<file path="config.mk">
export PLATFORM = sky130hd
export DESIGN_NAME = dual_conv_trigger_seq
export DESIGN_NICKNAME = d
export VERILOG_FILES = /design/src/rtl/dual_seq_pkg.sv /design/src/rtl/seq_ctrl.sv /design/src/rtl/seq_dp.sv /design/src/rtl/dual_conv_trigger_seq.sv
export SDC_FILE = /design/constraint.sdc
export NUM_CORES = 1
export LEC_CHECK = 0
export ABC_AREA = 0
export BUFFER_PORTS_ARGS = -buffer_cell sky130_fd_sc_hd__buf_4
export CORE_UTILIZATION = 49
export DETAILED_ROUTE_END_ITERATION = 16
export PLACE_DENSITY = 0.74
export SYNTH_ARGS = -nofsm -noshare
export SYNTH_HDL_FRONTEND = slang
export SYNTH_HIERARCHICAL = 1
export SYNTH_SLANG_ARGS = --single-unit
</file>
<file path="constraint.sdc">
create_clock -name clk -period 1.5 [get_ports clk]
set_input_delay 0.225 -clock clk [delete_from_list [all_inputs] [get_ports clk]]
set_output_delay 0.225 -clock clk [all_outputs]
set_load 0.01 [all_outputs]
</file>
<file path="src/rtl/dual_seq_pkg.sv">
package dual_seq_pkg;

  typedef enum logic [1:0] {REG_IND, REG_SIM, REG_FAST, REG_SLOW} regBehav_e;
  typedef enum logic [1:0] {INJ_IND, INJ_SIM, INJ_ALT} injBehav_e;

  typedef struct packed {
    logic c1Reg;
    logic c2Reg;
    logic c1Inj;
    logic c2Inj;
    logic err;
    logic overrun;
  } seqStrobe_t;

  function automatic regBehav_e regOf(input logic [3:0] code);
    case (code)
      4'd1, 4'd2, 4'd6: regOf = REG_SIM;
      4'd3, 4'd7:       regOf = REG_FAST;
      4'd4, 4'd8:       regOf = REG_SLOW;
      default:          regOf = REG_IND;
    endcase
  endfunction

  function automatic injBehav_e injOf(input logic [3:0] code);
    case (code)
      4'd1, 4'd3, 4'd4, 4'd5: injOf = INJ_SIM;
      4'd2, 4'd9:             injOf = INJ_ALT;
      default:                injOf = INJ_IND;
    endcase
  endfunction

endpackage

</file>
<file path="src/rtl/seq_ctrl.sv">
module seq_ctrl
  import dual_seq_pkg::*;
#(
  parameter int FAST_GAP = 7,
  parameter int SLOW_GAP = 14
) (
  input  logic       clk,
  input  logic       rstN,
  input  logic [3:0] modeSel,
  input  logic       regTrig,
  input  logic       injTrig,
  input  logic       singleChan,
  input  logic       conv1Busy,
  input  logic       conv2Busy,
  output seqStrobe_t strb,
  output logic [3:0] activeMode,
  output logic       seqPending
);
  localparam int CNT_W = $clog2(2 * SLOW_GAP + 1);
  localparam logic [CNT_W-1:0] FAST_CNT  = CNT_W'(FAST_GAP);
  localparam logic [CNT_W-1:0] SLOW_CNT  = CNT_W'(SLOW_GAP);
  localparam logic [CNT_W-1:0] SLOW2_CNT = CNT_W'(2 * SLOW_GAP);

  logic [3:0]       modeQ;
  logic             pendQ;
  logic             slowQ;
  logic             altQ;
  logic [CNT_W-1:0] cntQ;

  regBehav_e regB;
  injBehav_e injB;
  logic regAccept, startSeq, fire2, fire1, seqDone;

  always_comb begin
    regB      = regOf(modeQ);
    injB      = injOf(modeQ);
    strb      = '0;
    regAccept = regTrig && !pendQ;
    strb.overrun = regTrig && pendQ;

    if (regAccept) begin
      case (regB)
        REG_SIM:  begin strb.c1Reg = 1'b1; strb.c2Reg = 1'b1; end
        REG_SLOW: begin
          if (singleChan) strb.c1Reg = 1'b1;
          else            strb.err   = 1'b1;
        end
        default:  strb.c1Reg = 1'b1;
      endcase
    end
    startSeq = regAccept && ((regB == REG_FAST) || (regB == REG_SLOW && singleChan));

    if (injTrig) begin
      case (injB)
        INJ_SIM: begin strb.c1Inj = 1'b1; strb.c2Inj = 1'b1; end
        INJ_ALT: begin
          if (altQ) strb.c2Inj = 1'b1;
          else      strb.c1Inj = 1'b1;
        end
        default: strb.c1Inj = 1'b1;
      endcase
    end

    fire2 = pendQ && (cntQ == (slowQ ? SLOW_CNT : FAST_CNT));
    fire1 = pendQ && slowQ && (cntQ == SLOW2_CNT);
    if (fire2) begin
      if (conv1Busy) strb.err   = 1'b1;
      else           strb.c2Reg = 1'b1;
    end
    if (fire1) begin
      if (conv2Busy) strb.err   = 1'b1;
      else           strb.c1Reg = 1'b1;
    end
    seqDone = fire1 || (fire2 && !slowQ);
  end

  always_ff @(posedge clk) begin
    if (!rstN) begin
      modeQ <= '0;
      pendQ <= 1'b0;
      slowQ <= 1'b0;
      altQ  <= 1'b0;
      cntQ  <= '0;
    end else begin
      if (!pendQ) modeQ <= modeSel;

      if (startSeq) begin
        pendQ <= 1'b1;
        slowQ <= (regB == REG_SLOW);
        cntQ  <= CNT_W'(1);
      end else if (seqDone) begin
        pendQ <= 1'b0;
        cntQ  <= '0;
      end else if (pendQ) begin
        cntQ  <= cntQ + 1'b1;
      end

      if (!pendQ && (modeSel != modeQ)) altQ <= 1'b0;
      else if (injTrig && injB == INJ_ALT) altQ <= ~altQ;
    end
  end

  assign activeMode = modeQ;
  assign seqPending = pendQ;
endmodule

</file>
<file path="src/rtl/seq_dp.sv">
module seq_dp
  import dual_seq_pkg::*;
#(
  parameter int OVR_W = 8
) (
  input  logic             clk,
  input  logic             rstN,
  input  seqStrobe_t       strb,
  output logic             conv1RegStart,
  output logic             conv2RegStart,
  output logic             conv1InjStart,
  output logic             conv2InjStart,
  output logic             conflictErr,
  output logic [OVR_W-1:0] overrunCount
);
  always_ff @(posedge clk) begin
    if (!rstN) begin
      conv1RegStart <= 1'b0;
      conv2RegStart <= 1'b0;
      conv1InjStart <= 1'b0;
      conv2InjStart <= 1'b0;
      conflictErr   <= 1'b0;
      overrunCount  <= '0;
    end else begin
      conv1RegStart <= strb.c1Reg;
      conv2RegStart <= strb.c2Reg;
      conv1InjStart <= strb.c1Inj;
      conv2InjStart <= strb.c2Inj;
      conflictErr   <= strb.err;
      if (strb.overrun && (overrunCount != '1)) overrunCount <= overrunCount + 1'b1;
    end
  end
endmodule

</file>
<file path="src/rtl/dual_conv_trigger_seq.sv">
module dual_conv_trigger_seq
  import dual_seq_pkg::*;
#(
  parameter int FAST_GAP = 7,
  parameter int SLOW_GAP = 14,
  parameter int OVR_W    = 8
) (
  input  logic             clk,
  input  logic             rstN,
  input  logic [3:0]       modeSel,
  input  logic             regTrig,
  input  logic             injTrig,
  input  logic             singleChan,
  input  logic             conv1Busy,
  input  logic             conv2Busy,
  output logic             conv1RegStart,
  output logic             conv2RegStart,
  output logic             conv1InjStart,
  output logic             conv2InjStart,
  output logic             conflictErr,
  output logic [OVR_W-1:0] overrunCount
);
  seqStrobe_t strb;
  logic [3:0] activeMode;
  logic       seqPending;

  seq_ctrl #(.FAST_GAP(FAST_GAP), .SLOW_GAP(SLOW_GAP)) u_ctrl (
    .clk(clk), .rstN(rstN), .modeSel(modeSel), .regTrig(regTrig), .injTrig(injTrig),
    .singleChan(singleChan), .conv1Busy(conv1Busy), .conv2Busy(conv2Busy),
    .strb(strb), .activeMode(activeMode), .seqPending(seqPending)
  );

  seq_dp #(.OVR_W(OVR_W)) u_dp (
    .clk(clk), .rstN(rstN), .strb(strb),
    .conv1RegStart(conv1RegStart), .conv2RegStart(conv2RegStart),
    .conv1InjStart(conv1InjStart), .conv2InjStart(conv2InjStart),
    .conflictErr(conflictErr), .overrunCount(overrunCount)
  );
endmodule

</file>
# Word-level counts from Yosys, hierarchy flattened

Cells that the tools add are included.

Bits in registers: 25
Input port bits: 11

Add/subtract/negate cells: 2
Equal/unequal tests: 18
Mux-type cells: 27
Bitwise logic cells: 2
Reductions and logical operators: 25

Operator list:

| kind                                                            | count |
|---|---|
| 1-bit two-way mux                                               | 22 |
| 4-bit by 3-bit == test with 1-bit output, second input constant | 4 |
| 1-bit logical AND                                               | 11 |
| 8-bit by 1-bit adder with 8-bit output, second input constant   | 1 |
| 4-bit by 2-bit == test with 1-bit output, second input constant | 2 |
| 4-bit == test, second input constant                            | 2 |
| 8-bit != test, second input constant                            | 1 |
| 2-bit OR reduction                                              | 4 |
| 2-bit == test, second input constant                            | 3 |
| 2-bit case mux with 3 select lines                              | 1 |
| 3-bit OR reduction                                              | 2 |
| 5-bit by 1-bit adder with 5-bit output, second input constant   | 1 |
| 5-bit by 4-bit == test with 1-bit output                        | 1 |
| 5-bit == test, second input constant                            | 1 |
| 2-bit by 1-bit == test with 1-bit output, second input constant | 2 |
| 4-bit by 1-bit == test with 1-bit output, second input constant | 1 |
| 4-bit two-way mux                                               | 1 |
| 4-bit != test                                                   | 1 |
| 2-bit case mux with 2 select lines                              | 1 |
| 4-bit OR reduction                                              | 1 |
| 3-bit nonzero test                                              | 1 |
| 1-bit logical NOT                                               | 2 |
| 1-bit logical OR                                                | 2 |
| 2-bit two-way mux                                               | 1 |
| 4 further kinds                                                 | 5 |

# Depth between registers and ports, before layout

Depth in word-level cells: 10
Mapped depth: 9

# Cells and area by module

The synthesis kept the hierarchy.

Modules (own cells, without submodules):

| module   | times used | cells an instance | area each (um2) | seq. area each (um2) |
|---|---|---|---|---|
| seq_ctrl | 1          | 96                | 829.5           | 240.2 |
| seq_dp   | 1          | 58                | 539.3           | 260.2 |

# Worst setup path before layout

No wires, ideal clock.

Path type: register -> register
Start point: register u_ctrl.modeQ[1] (netlist: u_ctrl/activeMode[1])
End point: register u_dp.conv2InjStart
Library setup time: 0.115 ns
Arrival: 1.481 ns
Required time: 1.385 ns
Setup slack: -0.096 ns
Stages on the path, launching flop included: 10
Clock period less this slack: 1.596 ns
Cells stage by stage: dfxtp_1 -> buf_2 -> inv_1 -> or3_1 -> a21oi_1 -> inv_1 -> ha_1 -> a21oi_1 -> nor3b_1 -> and2_1

Word-level cells in the longest chain between the ends: 5
Elaborated cells between the ends (all ways): 12
Those cells by class: eq/ne: 8; mux: 2; reduce/logical: 2

RTL lines:

| item                                                                             | RTL line           | source |
|---|---|---|
| from (decl)                                                                      | seq_ctrl.sv:24     | `logic [3:0] modeQ;` |
| from (signal assigned)                                                           | seq_ctrl.sv:85     | `if (!pendQ) modeQ <= modeSel;` |
| 4-bit by 1-bit == test with 1-bit output, or another cell as far along           | dual_seq_pkg.sv:25 | `case (code)` |
| 4-bit OR reduction / 2-bit OR reduction (equally long branches)                  | dual_seq_pkg.sv:25 |  |
| 2-bit case mux with 2 select lines (*)                                           | dual_seq_pkg.sv:25 |  |
| 2-bit == test / 2-bit by 1-bit == test with 1-bit output (equally long branches) | seq_ctrl.sv:54     | `case (injB)` |
| 1-bit case mux with 2 select lines (*)                                           | seq_ctrl.sv:54     |  |
| to (signal assigned)                                                             | seq_dp.sv:28       | `conv2InjStart <= strb.c2Inj;` |
| to (decl)                                                                        | seq_dp.sv:12       | `output logic conv2InjStart,` |

Every way passes the cells marked *; elsewhere a longest branch is shown, timed or not.
A chain may end at the register's enable or synchronous reset.

# Worst setup path after layout

Ends and elaborated chain as after synthesis.

==> results.json <==
{
  "period_minus_slack_ns": 1.54,
  "p_per_area_nw_per_um2": 720,
  "layout-drive-gt1-share_pct": 33.0,
  "cp_max_fo": 4,
  "finalNonFillerCells": 221,
  "clkLatencyLatePin_ns": 0.32,
  "synth_top_family_by_area": "simple AND/OR/NAND/NOR gates",
  "synth_area_per_cell_sq_um": 8.89,
  "synthDistinctLibCells": 44,
  "gp_routability_congestion": 0.819,
  "grt_max_degree": 24,
  "hold_viol_final": 0,
  "violations": "negative setup slack",
  "hpwl_mm": 2.14,
  "finalSetupTns_ns": -0.0405,
  "place_worst_setup_slack_ns": -0.0272,
  "grt-ovfl-total": 0,
  "die_y_um": 54.9,
  "grt_usage_pct": 21.9,
  "yosys_warnings": 6,
  "drc_errors": 0,
  "setup_viol": 2,
  "slew_headroom_pct": 75.2,
  "dp_cells": 213,
  "p_leak_nw": 0.708,
  "area_growth_pct": 26.5,
  "finalWorstSetupSlack_ns": -0.0360,
  "rows": 18,
  "vdd_drop_max_mv": 0.499,
  "drtPass1Iterations": 4,
  "synth-simple-area-share_pct": 23.7,
  "clk_pin_slew_ns": 0.13,
  "ys_seq_area_share_pct": 36.6,
  "grt_antenna_before_repair": 0,
  "end_kind": "flip-flop",
  "outcome": "finished with violations",
  "grt_pass1_wl_mm": 4.62,
  "core_area_sq_um": 2570,
  "dieArea_sq_um": 3010,
  "syn_inst": 154,
  "viasPerCell": 5.55,
  "n_antenna_cell": 0,
  "period_share_pct": 102,
  "clockBufferDepth": 2,
  "htree_levels": 1,
  "wl_per_cell_um": 13.6,
  "layout_commonest_cell": "buf_4",
  "drtIter0Drc": 32,
  "cts_made_buffers": 3,
  "critPathRequiredTime_ns": 1.77,
  "reg2reg_setup_slack_ns": -0.04,
  "critPathLaunchType": "flip-flop",
  "muxShareOfSynthArea_pct": 5.85,
  "crit_type": "reg2reg",
  "mostFrequentLayoutCells": "buf_4 (41), dfxtp_1 (21), nand2_1 (11)",
  "grt_pass1_vias": 1026,
  "maxSlewViolCount": 0,
  "die_x_um": 54.9,
  "cts_tree": "yes",
  "finish.utilization_pct": 67.4,
  "syn_area_sq_um": 1370,
  "io_buffers": 23,
  "via_count": 1226,
  "arrival_ns": 1.81,
  "pin_count": 24,
  "min_path_type": "in2reg",
  "routed_wl_mm": 3.00,
  "syn_nets": 170,
  "drv_cap": 0,
  "synth_flop_cell": "dfxtp_1",
  "skew_ns": 0.00733,
  "synth_seq_cells": 25,
  "cts_root_buf": "clkbuf_4",
  "synthAdderAreaFrac_pct": 4.57,
  "ant_nets": 0,
  "synth-xor-area-share_pct": 6.40,
  "max_slew.worst_pin.slew_ns": 0.372,
  "final_net_count": 208,
  "synth_compound_area_share_pct": 17.3,
  "start_util_pct": 53.3,
  "synth_edf_count": 0,
  "clock-sinks": 25,
  "fmax_mhz": 651,
  "async_flop_share_pct": 0,
  "rsz0062_at_grt": "true"
}
## final timing paths
check        cells after the start                                 to                         startpoint
max                              6      u_dp/conv2InjStart$_SDFF_PN0_  u_ctrl/activeMode[1]$_SDFFE_PN0N_
min                              3  u_ctrl/activeMode[2]$_SDFFE_PN0N_                         modeSel[2]
max reg2reg                      6      u_dp/conv2InjStart$_SDFF_PN0_  u_ctrl/activeMode[1]$_SDFFE_PN0N_
min reg2reg                      2          u_ctrl/slowQ$_SDFFE_PN0P_          u_ctrl/slowQ$_SDFFE_PN0P_
## metal layers
metal | vias to the layer above | track usage [%] | share of wire [%]
li1 | 621 | - | -
met1 | 575 | 29.4 | 48
met2 | 25 | 33.9 | 47
met3 | 5 | 3.33 | 3.3
met4 | 0 | 10.3 | 1.7
met5 | - | 0 | 0
## cell families (layout without fill, tap and decap cells)
| family | after synthesis | count (layout) |
|---|---|---|
| flops | 25 | 25 |
| fa+ha+maj | 5 | 5 |
| buf+inv | 18 | 55 |
| simple gates | 58 | 58 |
| compound gates | 30 | 30 |
| mux | 8 | 8 |
| xor+xnor | 10 | 10 |
## synth_stat cells, types with 5 or more instances
library cell | number | area (sq um)
dfxtp_1 | 25 | 500
nand2_1 | 12 | 45.0
inv_1 | 9 | 33.8
a21oi_1 | 8 | 40.0
mux2i_1 | 8 | 80.1
nor3_1 | 7 | 35.0
and2_1 | 6 | 37.5
nand3_1 | 6 | 30.0
xnor2_1 | 6 | 52.6
buf_2 | 5 | 25.0
ha_1 | 5 | 62.6
nand4_1 | 5 | 31.3
## through the flow
stage / area, sq um / total power, W / hold WS [ns]
after floorplan: 1380 / 0.000856 / 0.374
after global placement: 1650 / 0.000929 / 0.480
after detailed placement: 1650 / 0.000938 / 0.499
after CTS: 1690 / 0.00125 / 0.157
after global routing: 1730 / 0.00131 / 0.174
final: 1730 / 0.00125 / 0.168
## cell type report
| cell class | count | area, sq um |
|---|---|---|
| Inverter | 10 | 37.5 |
| Tap cell | 30 | 37.5 |
| Clock buffer | 4 | 26.3 |
| Timing Repair Buffer | 41 | 308 |
| Sequential cell | 25 | 508 |
| Multi-Input combinational cell | 111 | 815 |
| Fill cell | 211 | 836 |
## registers in the layout, indices dropped and copies added, names as in the netlist
signal	cells
u_dp/overrunCount	8
u_ctrl/cntQ	5
u_ctrl/activeMode	4
u_ctrl/altQ	1
u_ctrl/seqPending	1
u_ctrl/slowQ	1
u_dp/conflictErr	1
u_dp/conv1InjStart	1
u_dp/conv1RegStart	1
u_dp/conv2InjStart	1
u_dp/conv2RegStart	1
## report_power, final
group	switching, W	internal (W)	total (W)
registers	0.0000148	0.000685	0.000700
logic	0.000116	0.000127	0.000243
clock network	0.000200	0.000104	0.000304
## worst max-delay path: stages (launching register included)
cell	delay [ns]
dfxtp_2	0.36
inv_2	0.05
or3_4	0.32
a21oi_2	0.15
ha_2	0.28
nor3b_1	0.18
and2_1	0.14
## repair_timing
action                                  4_1_cts  5_1_grt
gates resized for setup                       6        6
pin swaps                                     0        0
hold buffers                                  0        0
endpoints found under the setup margin        2        5
buffers inserted                              1        3
(Power assumes the default switching activity.)
